--- src/rtl/lcdseq_pkg.sv ---
package lcdseq_pkg;

  typedef enum logic [1:0] {
    PH_HBLANK = 2'd0,
    PH_VBLANK = 2'd1,
    PH_SEARCH = 2'd2,
    PH_XFER   = 2'd3
  } lcd_phase_e;

  // Phase of a given dot on a given line
  function automatic lcd_phase_e phase_at(int unsigned dot, int unsigned line,
                                          int unsigned vis_lines,
                                          int unsigned srch_cyc,
                                          int unsigned xfer_cyc);
    if (line >= vis_lines)             return PH_VBLANK;
    if (dot < srch_cyc)                return PH_SEARCH;
    if (dot < srch_cyc + xfer_cyc)     return PH_XFER;
    return PH_HBLANK;
  endfunction

  // Whether a dot falls inside the visible-column window of transfer
  function automatic logic col_window(int unsigned dot, int unsigned srch_cyc,
                                      int unsigned width);
    return (dot >= srch_cyc) && (dot < srch_cyc + width);
  endfunction

  // Pixel column of a dot inside transfer
  function automatic int unsigned column_at(int unsigned dot, int unsigned srch_cyc);
    return dot - srch_cyc;
  endfunction

endpackage

--- src/rtl/lseq_timebase.sv ---
module lseq_timebase #(
  parameter int unsigned LINE_CYC = 456,
  parameter int unsigned V_TOTAL  = 154,
  localparam int unsigned DOT_W   = $clog2(LINE_CYC),
  localparam int unsigned LINE_W  = $clog2(V_TOTAL)
) (
  input  logic              clk,
  input  logic              rst_n,
  input  logic              tick,
  input  logic              run,
  output logic [DOT_W-1:0]  dot,
  output logic [LINE_W-1:0] line,
  output logic [DOT_W-1:0]  nxt_dot,
  output logic [LINE_W-1:0] nxt_line,
  output logic              step
);

  logic [DOT_W-1:0]  dot_q;
  logic [LINE_W-1:0] line_q;
  logic              last_dot, last_line;

  always_comb begin
    last_dot  = (dot_q == DOT_W'(LINE_CYC - 1));
    last_line = (line_q == LINE_W'(V_TOTAL - 1));
    nxt_dot   = last_dot ? '0 : dot_q + 1'b1;
    if (!last_dot)      nxt_line = line_q;
    else if (last_line) nxt_line = '0;
    else                nxt_line = line_q + 1'b1;
    step      = run && tick;
  end

  always_ff @(posedge clk or negedge rst_n) begin
    if (!rst_n) begin
      dot_q  <= '0;
      line_q <= '0;
    end else if (!run) begin
      dot_q  <= '0;
      line_q <= '0;
    end else if (tick) begin
      dot_q  <= nxt_dot;
      line_q <= nxt_line;
    end
  end

  assign dot  = dot_q;
  assign line = line_q;


  line_wrap_chk: assert property (@(posedge clk) disable iff (!rst_n)
    (step && last_dot) |=> (dot_q == '0));


  hold_chk: assert property (@(posedge clk) disable iff (!rst_n)
    (run && !tick) |=> ($stable(dot_q) && $stable(line_q)));


  off_zero_chk: assert property (@(posedge clk) disable iff (!rst_n)
    (!run) |=> (dot_q == '0 && line_q == '0));

endmodule

--- src/rtl/lseq_phase.sv ---
module lseq_phase
  import lcdseq_pkg::*;
#(
  parameter int unsigned H_PIXELS  = 160,
  parameter int unsigned V_LINES   = 144,
  parameter int unsigned SRCH_CYC  = 80,
  parameter int unsigned XFER_CYC  = 172,
  parameter int unsigned DOT_W     = 9,
  parameter int unsigned LINE_W    = 8,
  localparam int unsigned COL_W    = $clog2(H_PIXELS)
) (
  input  logic              run,
  input  logic [DOT_W-1:0]  dot,
  input  logic [LINE_W-1:0] line,
  output lcd_phase_e        phase,
  output logic [COL_W-1:0]  col,
  output logic              col_valid,
  output logic              busy
);

  always_comb begin
    phase     = run ? phase_at(32'(dot), 32'(line), V_LINES, SRCH_CYC, XFER_CYC)
                    : PH_HBLANK;
    col_valid = (phase == PH_XFER) && col_window(32'(dot), SRCH_CYC, H_PIXELS);
    col       = col_valid ? COL_W'(column_at(32'(dot), SRCH_CYC)) : '0;
    busy      = (phase == PH_XFER);
  end

endmodule

--- src/rtl/lseq_events.sv ---
module lseq_events #(
  parameter int unsigned V_LINES  = 144,
  parameter int unsigned HB_START = 252,
  parameter int unsigned DOT_W    = 9,
  parameter int unsigned LINE_W   = 8
) (
  input  logic              clk,
  input  logic              rst_n,
  input  logic              step,
  input  logic [DOT_W-1:0]  nxt_dot,
  input  logic [LINE_W-1:0] nxt_line,
  output logic              hb_pulse,
  output logic              vb_pulse,
  output logic              fe_pulse
);

  logic enter_hb, enter_vb, enter_fe;

  always_comb begin
    enter_hb = step && (nxt_dot == DOT_W'(HB_START)) && (nxt_line < LINE_W'(V_LINES));
    enter_vb = step && (nxt_dot == '0) && (nxt_line == LINE_W'(V_LINES));
    enter_fe = step && (nxt_dot == '0) && (nxt_line == '0);
  end

  always_ff @(posedge clk or negedge rst_n) begin
    if (!rst_n) begin
      hb_pulse <= 1'b0;
      vb_pulse <= 1'b0;
      fe_pulse <= 1'b0;
    end else begin
      hb_pulse <= enter_hb;
      vb_pulse <= enter_vb;
      fe_pulse <= enter_fe;
    end
  end


  hb_once_chk: assert property (@(posedge clk) disable iff (!rst_n)
    hb_pulse |=> !hb_pulse);


  vb_once_chk: assert property (@(posedge clk) disable iff (!rst_n)
    vb_pulse |=> !vb_pulse);


  fe_once_chk: assert property (@(posedge clk) disable iff (!rst_n)
    fe_pulse |=> !fe_pulse);


  strobe_quiet_chk: assert property (@(posedge clk) disable iff (!rst_n)
    !step |=> $countones({hb_pulse, vb_pulse, fe_pulse}) == 0);

endmodule

--- src/rtl/lcd_line_sequencer.sv ---
module lcd_line_sequencer
  import lcdseq_pkg::*;
#(
  parameter int unsigned H_PIXELS    = 160,
  parameter int unsigned V_LINES     = 144,
  parameter int unsigned VBLANK_LINES = 10,
  parameter int unsigned SRCH_CYC    = 80,
  parameter int unsigned XFER_CYC    = 172,
  parameter int unsigned LINE_CYC    = 456
) (
  input  logic                                   clk,
  input  logic                                   rst_n,
  input  logic                                   tick,
  input  logic                                   lcd_on,
  output logic [1:0]                             mode,
  output logic [$clog2(V_LINES+VBLANK_LINES)-1:0] line,
  output logic [$clog2(H_PIXELS)-1:0]            col,
  output logic                                   col_valid,
  output logic                                   vram_busy,
  output logic                                   hblank_pulse,
  output logic                                   vblank_pulse,
  output logic                                   frame_end_pulse
);

  localparam int unsigned V_TOTAL  = V_LINES + VBLANK_LINES;
  localparam int unsigned DOT_W    = $clog2(LINE_CYC);
  localparam int unsigned LINE_W   = $clog2(V_TOTAL);
  localparam int unsigned HB_START = SRCH_CYC + XFER_CYC;

  logic [DOT_W-1:0]  dot, nxt_dot;
  logic [LINE_W-1:0] nxt_line;
  logic              step;
  lcd_phase_e        phase;

  lseq_timebase #(.LINE_CYC(LINE_CYC), .V_TOTAL(V_TOTAL)) u_time (
    .clk(clk), .rst_n(rst_n), .tick(tick), .run(lcd_on),
    .dot(dot), .line(line), .nxt_dot(nxt_dot), .nxt_line(nxt_line), .step(step)
  );

  lseq_phase #(
    .H_PIXELS(H_PIXELS), .V_LINES(V_LINES), .SRCH_CYC(SRCH_CYC),
    .XFER_CYC(XFER_CYC), .DOT_W(DOT_W), .LINE_W(LINE_W)
  ) u_phase (
    .run(lcd_on), .dot(dot), .line(line), .phase(phase),
    .col(col), .col_valid(col_valid), .busy(vram_busy)
  );

  lseq_events #(
    .V_LINES(V_LINES), .HB_START(HB_START), .DOT_W(DOT_W), .LINE_W(LINE_W)
  ) u_events (
    .clk(clk), .rst_n(rst_n), .step(step), .nxt_dot(nxt_dot), .nxt_line(nxt_line),
    .hb_pulse(hblank_pulse), .vb_pulse(vblank_pulse), .fe_pulse(frame_end_pulse)
  );

  assign mode = phase;


  col_lock_chk: assert property (@(posedge clk) disable iff (!rst_n)
    col_valid |-> vram_busy);


  hb_mode_chk: assert property (@(posedge clk) disable iff (!rst_n)
    hblank_pulse |-> (mode == 2'd0 && line < LINE_W'(V_LINES)));


  vb_line_chk: assert property (@(posedge clk) disable iff (!rst_n)
    vblank_pulse |-> (line == LINE_W'(V_LINES) && mode == 2'd1));


  fe_line_chk: assert property (@(posedge clk) disable iff (!rst_n)
    frame_end_pulse |-> (line == '0 && mode == 2'd2));


  busy_visible_chk: assert property (@(posedge clk) disable iff (!rst_n)
    vram_busy |-> (line < LINE_W'(V_LINES) && lcd_on));

endmodule

--- config.mk ---
export PLATFORM = sky130hd
export DESIGN_NAME = lcd_line_sequencer
export DESIGN_NICKNAME = d
export VERILOG_FILES = /design/src/rtl/lcdseq_pkg.sv /design/src/rtl/lseq_timebase.sv /design/src/rtl/lseq_phase.sv /design/src/rtl/lseq_events.sv /design/src/rtl/lcd_line_sequencer.sv
export SDC_FILE = /design/constraint.sdc
export NUM_CORES = 1
export LEC_CHECK = 0
export BUFFER_PORTS_ARGS = -buffer_cell sky130_fd_sc_hd__buf_4
export CAP_MARGIN = 10
export CORE_ASPECT_RATIO = 0.7
export CORE_MARGIN = 1.5
export CORE_UTILIZATION = 40
export DETAILED_ROUTE_END_ITERATION = 12
export GPL_ROUTABILITY_DRIVEN = 0
export GPL_TIMING_DRIVEN = 0
export PLACE_DENSITY = 0.65
export SYNTH_ARGS = -nofsm -noshare
export SYNTH_HDL_FRONTEND = slang
export SYNTH_SLANG_ARGS = --single-unit
--- constraint.sdc ---
create_clock -name clk -period 7.3 [get_ports clk]
set_clock_uncertainty 0.2 [all_clocks]
set_input_delay 1.825 -clock clk [delete_from_list [all_inputs] [get_ports clk]]
set_output_delay 1.825 -clock clk [all_outputs]
set_load 0.01 [all_outputs]
# Yosys cells after proc, flatten, opt, wreduce, memory -nomap -nowiden
# Cells that the tools add are included.
[totals]
input_bits = 4
register_bits = 20
latchBits = 0
rom_bits = 0
n_memories = 0
ram_bits = 0
[classes]
n_bitwise = 0
add_sub_neg = 3
mul = 0
div_mod_pow = 0
shifts = 0
muxes = 21
reduce_logical = 10
eq_ne = 6
order_cmp = 6
[op_table]
columns = ["cell", "n"]
rows = [
  ["8-bit 2-to-1 mux", 5],
  ["9-bit 2-to-1 mux", 3],
  ["9-bit by 8-bit less-than comparator with 1-bit output, second input constant", 2],
  ["8-bit == test, second input constant", 2],
  ["2-bit 2-to-1 mux", 7],
  ["9-bit by 1-bit adder with 9-bit output, second input constant", 1],
  ["9-bit by 8-bit == test with 1-bit output, second input constant", 1],
  ["9-bit == test, second input constant", 1],
  ["9-bit by 7-bit greater-or-equal comparator with 1-bit output, second input constant", 1],
  ["9-bit logical NOT", 1],
  ["9-bit by 7-bit less-than comparator with 1-bit output, second input constant", 1],
  ["8-bit by 1-bit adder with 8-bit output, second input constant", 1],
  ["8-bit greater-or-equal comparator, second input constant", 1],
  ["1-bit logical AND", 8],
  ["8-bit logical NOT", 1],
  ["8-bit less-than comparator, second input constant", 1],
  ["8-bit by 7-bit subtractor with 8-bit output, second input constant", 1],
  ["1-bit 2-to-1 mux", 6],
  ["2-bit == test, second input constant", 1],
  ["2-bit inequality test, second input constant", 1],
]

# Longest topological paths before layout
[logic_depth]
depth_word = 12
mapped_depth = 11

# Cells and area by module
# Synthesis repeated with hierarchy kept, for this count alone.
[unflattened]
hier_cells = 197
area_unflattened_um2 = 1735.4
[by_module_without_submodules]
columns = ["module", "cells_per_inst", "area_each_um2", "n_inst", "seq_area_each_um2"]
rows = [
  ["lseq_timebase", 151, 1303.8, 1, 425.4],
  ["lseq_phase", 31, 222.7, 1, 0.0],
  ["lseq_events", 15, 209.0, 1, 75.1],
]

# Worst setup path before layout
# Ideal clock, no wire load.
[synth_path]
path_type = "input to output"
start = "input lcd_on"
end = "output col[1]"
path_buffers = 0
path_slack_ps = 2649
cell_stages = 4
arrival_time_ps = 2626
cell_sequence = "nand3b_1 > or3_1 > inv_1 > and2_1"
[synth_between]
elab_chain_len = 4
[synth_rtl]
columns = ["element", "line_no", "rtl"]
rows = [
  ["start: declaration", "lcd_line_sequencer.sv:14", "input logic lcd_on,"],
  ["2-bit 2-to-1 mux", "lseq_phase.sv:22", "phase = run ? phase_at(32'(dot), 32'(line), V_LINES, SRCH_CYC, XFER_CYC)"],
  ["2-bit == test", "lseq_phase.sv:24", "col_valid = (phase == PH_XFER) && col_window(32'(dot), SRCH_CYC, H_PIXELS);"],
  ["1-bit logical AND", "lseq_phase.sv:24", ""],
  ["via col_valid", "lcd_line_sequencer.sv:18", "output logic col_valid,"],
  ["8-bit 2-to-1 mux", "lseq_phase.sv:25", "col = col_valid ? COL_W'(column_at(32'(dot), SRCH_CYC)) : '0;"],
  ["end: declaration", "lcd_line_sequencer.sv:17", "output logic [$clog2(H_PIXELS)-1:0] col,"],
]
# The timed path passes the listed nets, and every way through them passes these cells.

# Final worst setup path
[layout_path]
start = "input lcd_on"
end = "output col[0]"
[layout_between]
elab_chain_len = 4
[layout_rtl]
columns = ["element", "line_no"]
rows = [
  ["2-bit 2-to-1 mux", "lseq_phase.sv:22"],
  ["2-bit == test", "lseq_phase.sv:24"],
  ["1-bit logical AND", "lseq_phase.sv:24"],
  ["8-bit 2-to-1 mux", "lseq_phase.sv:25"],
]
# No other way between the ends.

==> results.json <==
{
  "outcome": "completed",
  "cp_cell_sequence": "buf_4, nand3b_1, or3_1, inv_1, and2_2, buf_4",
  "tns_ns": 0,
  "grt_first_pass_wirelength_mm": 6.77,
  "dp.final_hpwl_mm": 3.13,
  "crit_fanout": 5,
  "fp.coreArea_um2": 3920,
  "synthTopCellsByCount": "31 x nor2_1, 20 x dfrtp_1, 17 x nand2_1, 10 x a21oi_1, 9 x o21ai_0",
  "worst_setup_path_start_kind": "input port",
  "peakVddDrop_v": 0.0000636,
  "synth_area_leaders": "dfrtp_1 31%, nor2_1 7.1%, ha_1 5.4%",
  "initial_core_util": 0.416,
  "synth_flop_cell": "dfrtp_1",
  "grt_overflow": 0,
  "avgSynthCellArea_um2": 8.16,
  "synth_cells": 200,
  "yosys_register_bits": 20,
  "drt_first_iter_violations": 152,
  "drv_cap": 0,
  "cts_made_buffers": 3,
  "final_util": 0.493,
  "grt_use_total": 0.196,
  "clock-sinks": 20,
  "cts-hold-fix-buffers": 0,
  "cts_root_buf": "clkbuf_8",
  "slew_violations": 0,
  "cts_tree": "yes",
  "synth_cell_types": 56,
  "syn-cell-area_um2": 1630,
  "rsz0062_at_grt": "no",
  "internal-power_uw": 158,
  "ys_seq_area_frac": 0.307,
  "vias": 1560,
  "fmax_ghz": 0.206,
  "critPathKind": "in -> out",
  "grt_pass1_vias": 1305,
  "tightest_slew_ns": 0.514,
  "wl_per_cell_um": 15.0,
  "cts_resized": 0,
  "cp_slowest_cell": "or3_1",
  "multi_input_area_um2": 1010,
  "area_delta_synth_final_pct": 18.5,
  "yosysMostFrequentCell": "nor2_1",
  "crit_path_max_incr_delay_ns": 0.40,
  "dieArea_um2": 4480,
  "fp.dieW_um": 79.3,
  "power_density_nw_per_um2": 109,
  "synth_largest_area_cell": "dfrtp_1",
  "synth_edf_count": 0,
  "finalCritPeriodShare": 0.665,
  "htree_num_levels": 1,
  "seqPwrFrac": 0.553,
  "route.detailed.drc": 0,
  "nets": 242,
  "clock_latency_ns": 0.26,
  "synth.top_cell.area_share": 0.307,
  "num-fill-cells": 422,
  "viasPerCell": 5.55,
  "leakagePower_nw": 0.852,
  "regArea_um2": 500,
  "synthesis.nets": 211,
  "combPwrFrac": 0.104,
  "die_h_um": 56.4,
  "row_count": 19,
  "final_antenna_net_count": 0,
  "synthArstFlopShare": 1.00,
  "hold_viol_final": 0,
  "fin_crit_ns": 4.86,
  "min_path_type": "reg -> reg",
  "cts_setup_buffers": 0,
  "swShare": 0.249,
  "place_inst": 278,
  "setup_viol": 0,
  "grt_max_degree": 21,
  "total_power_uw": 210,
  "dr.pass1.iters": 4,
  "switchingPower_uw": 52.2,
  "cp.arrival_ns": 2.83,
  "antenna_cells": 0,
  "finalNonFillerCells": 281,
  "antenna_found_initial": 0,
  "io_pins": 27,
  "crit_family": "simple AND/OR/NAND/NOR gates",
  "drive_above_1_share": 0.227,
  "clockPowerShare": 0.343,
  "cts.clk_slew.worst_paths_ns": 0.07,
  "cp.required_ns": 5.28,
  "ys_warn_count": 0,
  "finalWirelength_mm": 4.22,
  "crit_top_cell": "buf_4",
  "relSlewSlack": 0.655,
  "crit_buf_inv": 3,
  "cts_buffer_depth": 2,
  "placement.io_buffers": 26,
  "setup.worst_path.end_class": "primary output"
}
[power groups by stage]
stage	combinational, mW	sequential [mW]	clock, mW
after floorplan	0.0114	0.118	0
after global placement	0.0218	0.118	0
after detailed placement	0.0221	0.118	0
after CTS	0.0222	0.116	0.0747
after global routing	0.0248	0.117	0.0801
final	0.0219	0.116	0.0720
[layout by cell type, fill, tap and decap left out, types with 5 or more instances in the layout]
cell,instances
ha_1,7
o21ai_0,9
a21oi_1,10
inv_1,8
and2_1,5
nor2_1,31
nor3_1,6
buf_4,27
nand3_1,7
dfrtp_1,20
nand2_1,17
[stage by stage]
step                area, um^2  worst slack [ns]  hold WS (ns)
detailed placement        1890              2.44         0.415
global route              1930              2.35         0.463
global placement          1890              2.45         0.415
finish                    1930              2.44         0.430
floorplan                 1630              2.65         0.374
CTS                       1930              2.43         0.425
[flip-flops by register name (all words and copies together), names as in the netlist]
name	count
u_events.vb_pulse	1
u_events.hb_pulse	1
u_events.fe_pulse	1
u_time.dot	9
u_time.line	8
[final timing paths]
kind	start	to	slack, ns	cells past startpoint
worst min register to register	u_time.dot[5]	u_time.dot[5]	0.43	2
worst max register to register	u_time.dot[0]	u_events.vb_pulse	4.53	8
worst min-delay path	u_time.dot[5]	u_time.dot[5]	0.43	2
worst max-delay path	lcd_on	col[0]	2.44	6
min in group asynchronous	rst_n	u_time.line[6]	1.24	1
max in group asynchronous	rst_n	u_time.line[5]	5.46	1
[logic make-up after synthesis]
group / count (synthesis) / synth area share
fa+ha+maj: 7 / 0.0537
buf+inv: 22 / 0.0744
xor+xnor: 5 / 0.0268
mux: 5 / 0.0314
compound gates: 43 / 0.176
flops: 20 / 0.307
simple gates: 98 / 0.331
[worst min-delay path: stages (launching register included)]
cell and delay [ns]:
dfrtp_1 0.45, nand2_1 0.09, a21oi_1 0.05
[per-layer routing]
layer	global-route usage	wire length, um	part of all wire
met1	0.327	2220	0.53
met2	0.260	1670	0.39
met3	0.0390	317	0.075
met4	0.0226	14	0.0033
met5	0	0	0
[area by class of cell]
class,count,area share
Buffer,13,0.0453
Tap cell,52,0.0337
Timing Repair Buffer,26,0.101
Multi-Input combinational cell,158,0.522
Clock buffer,3,0.0214
Sequential cell,20,0.259
Inverter,9,0.0175
Note: power is estimated with default switching activity, not from simulation.
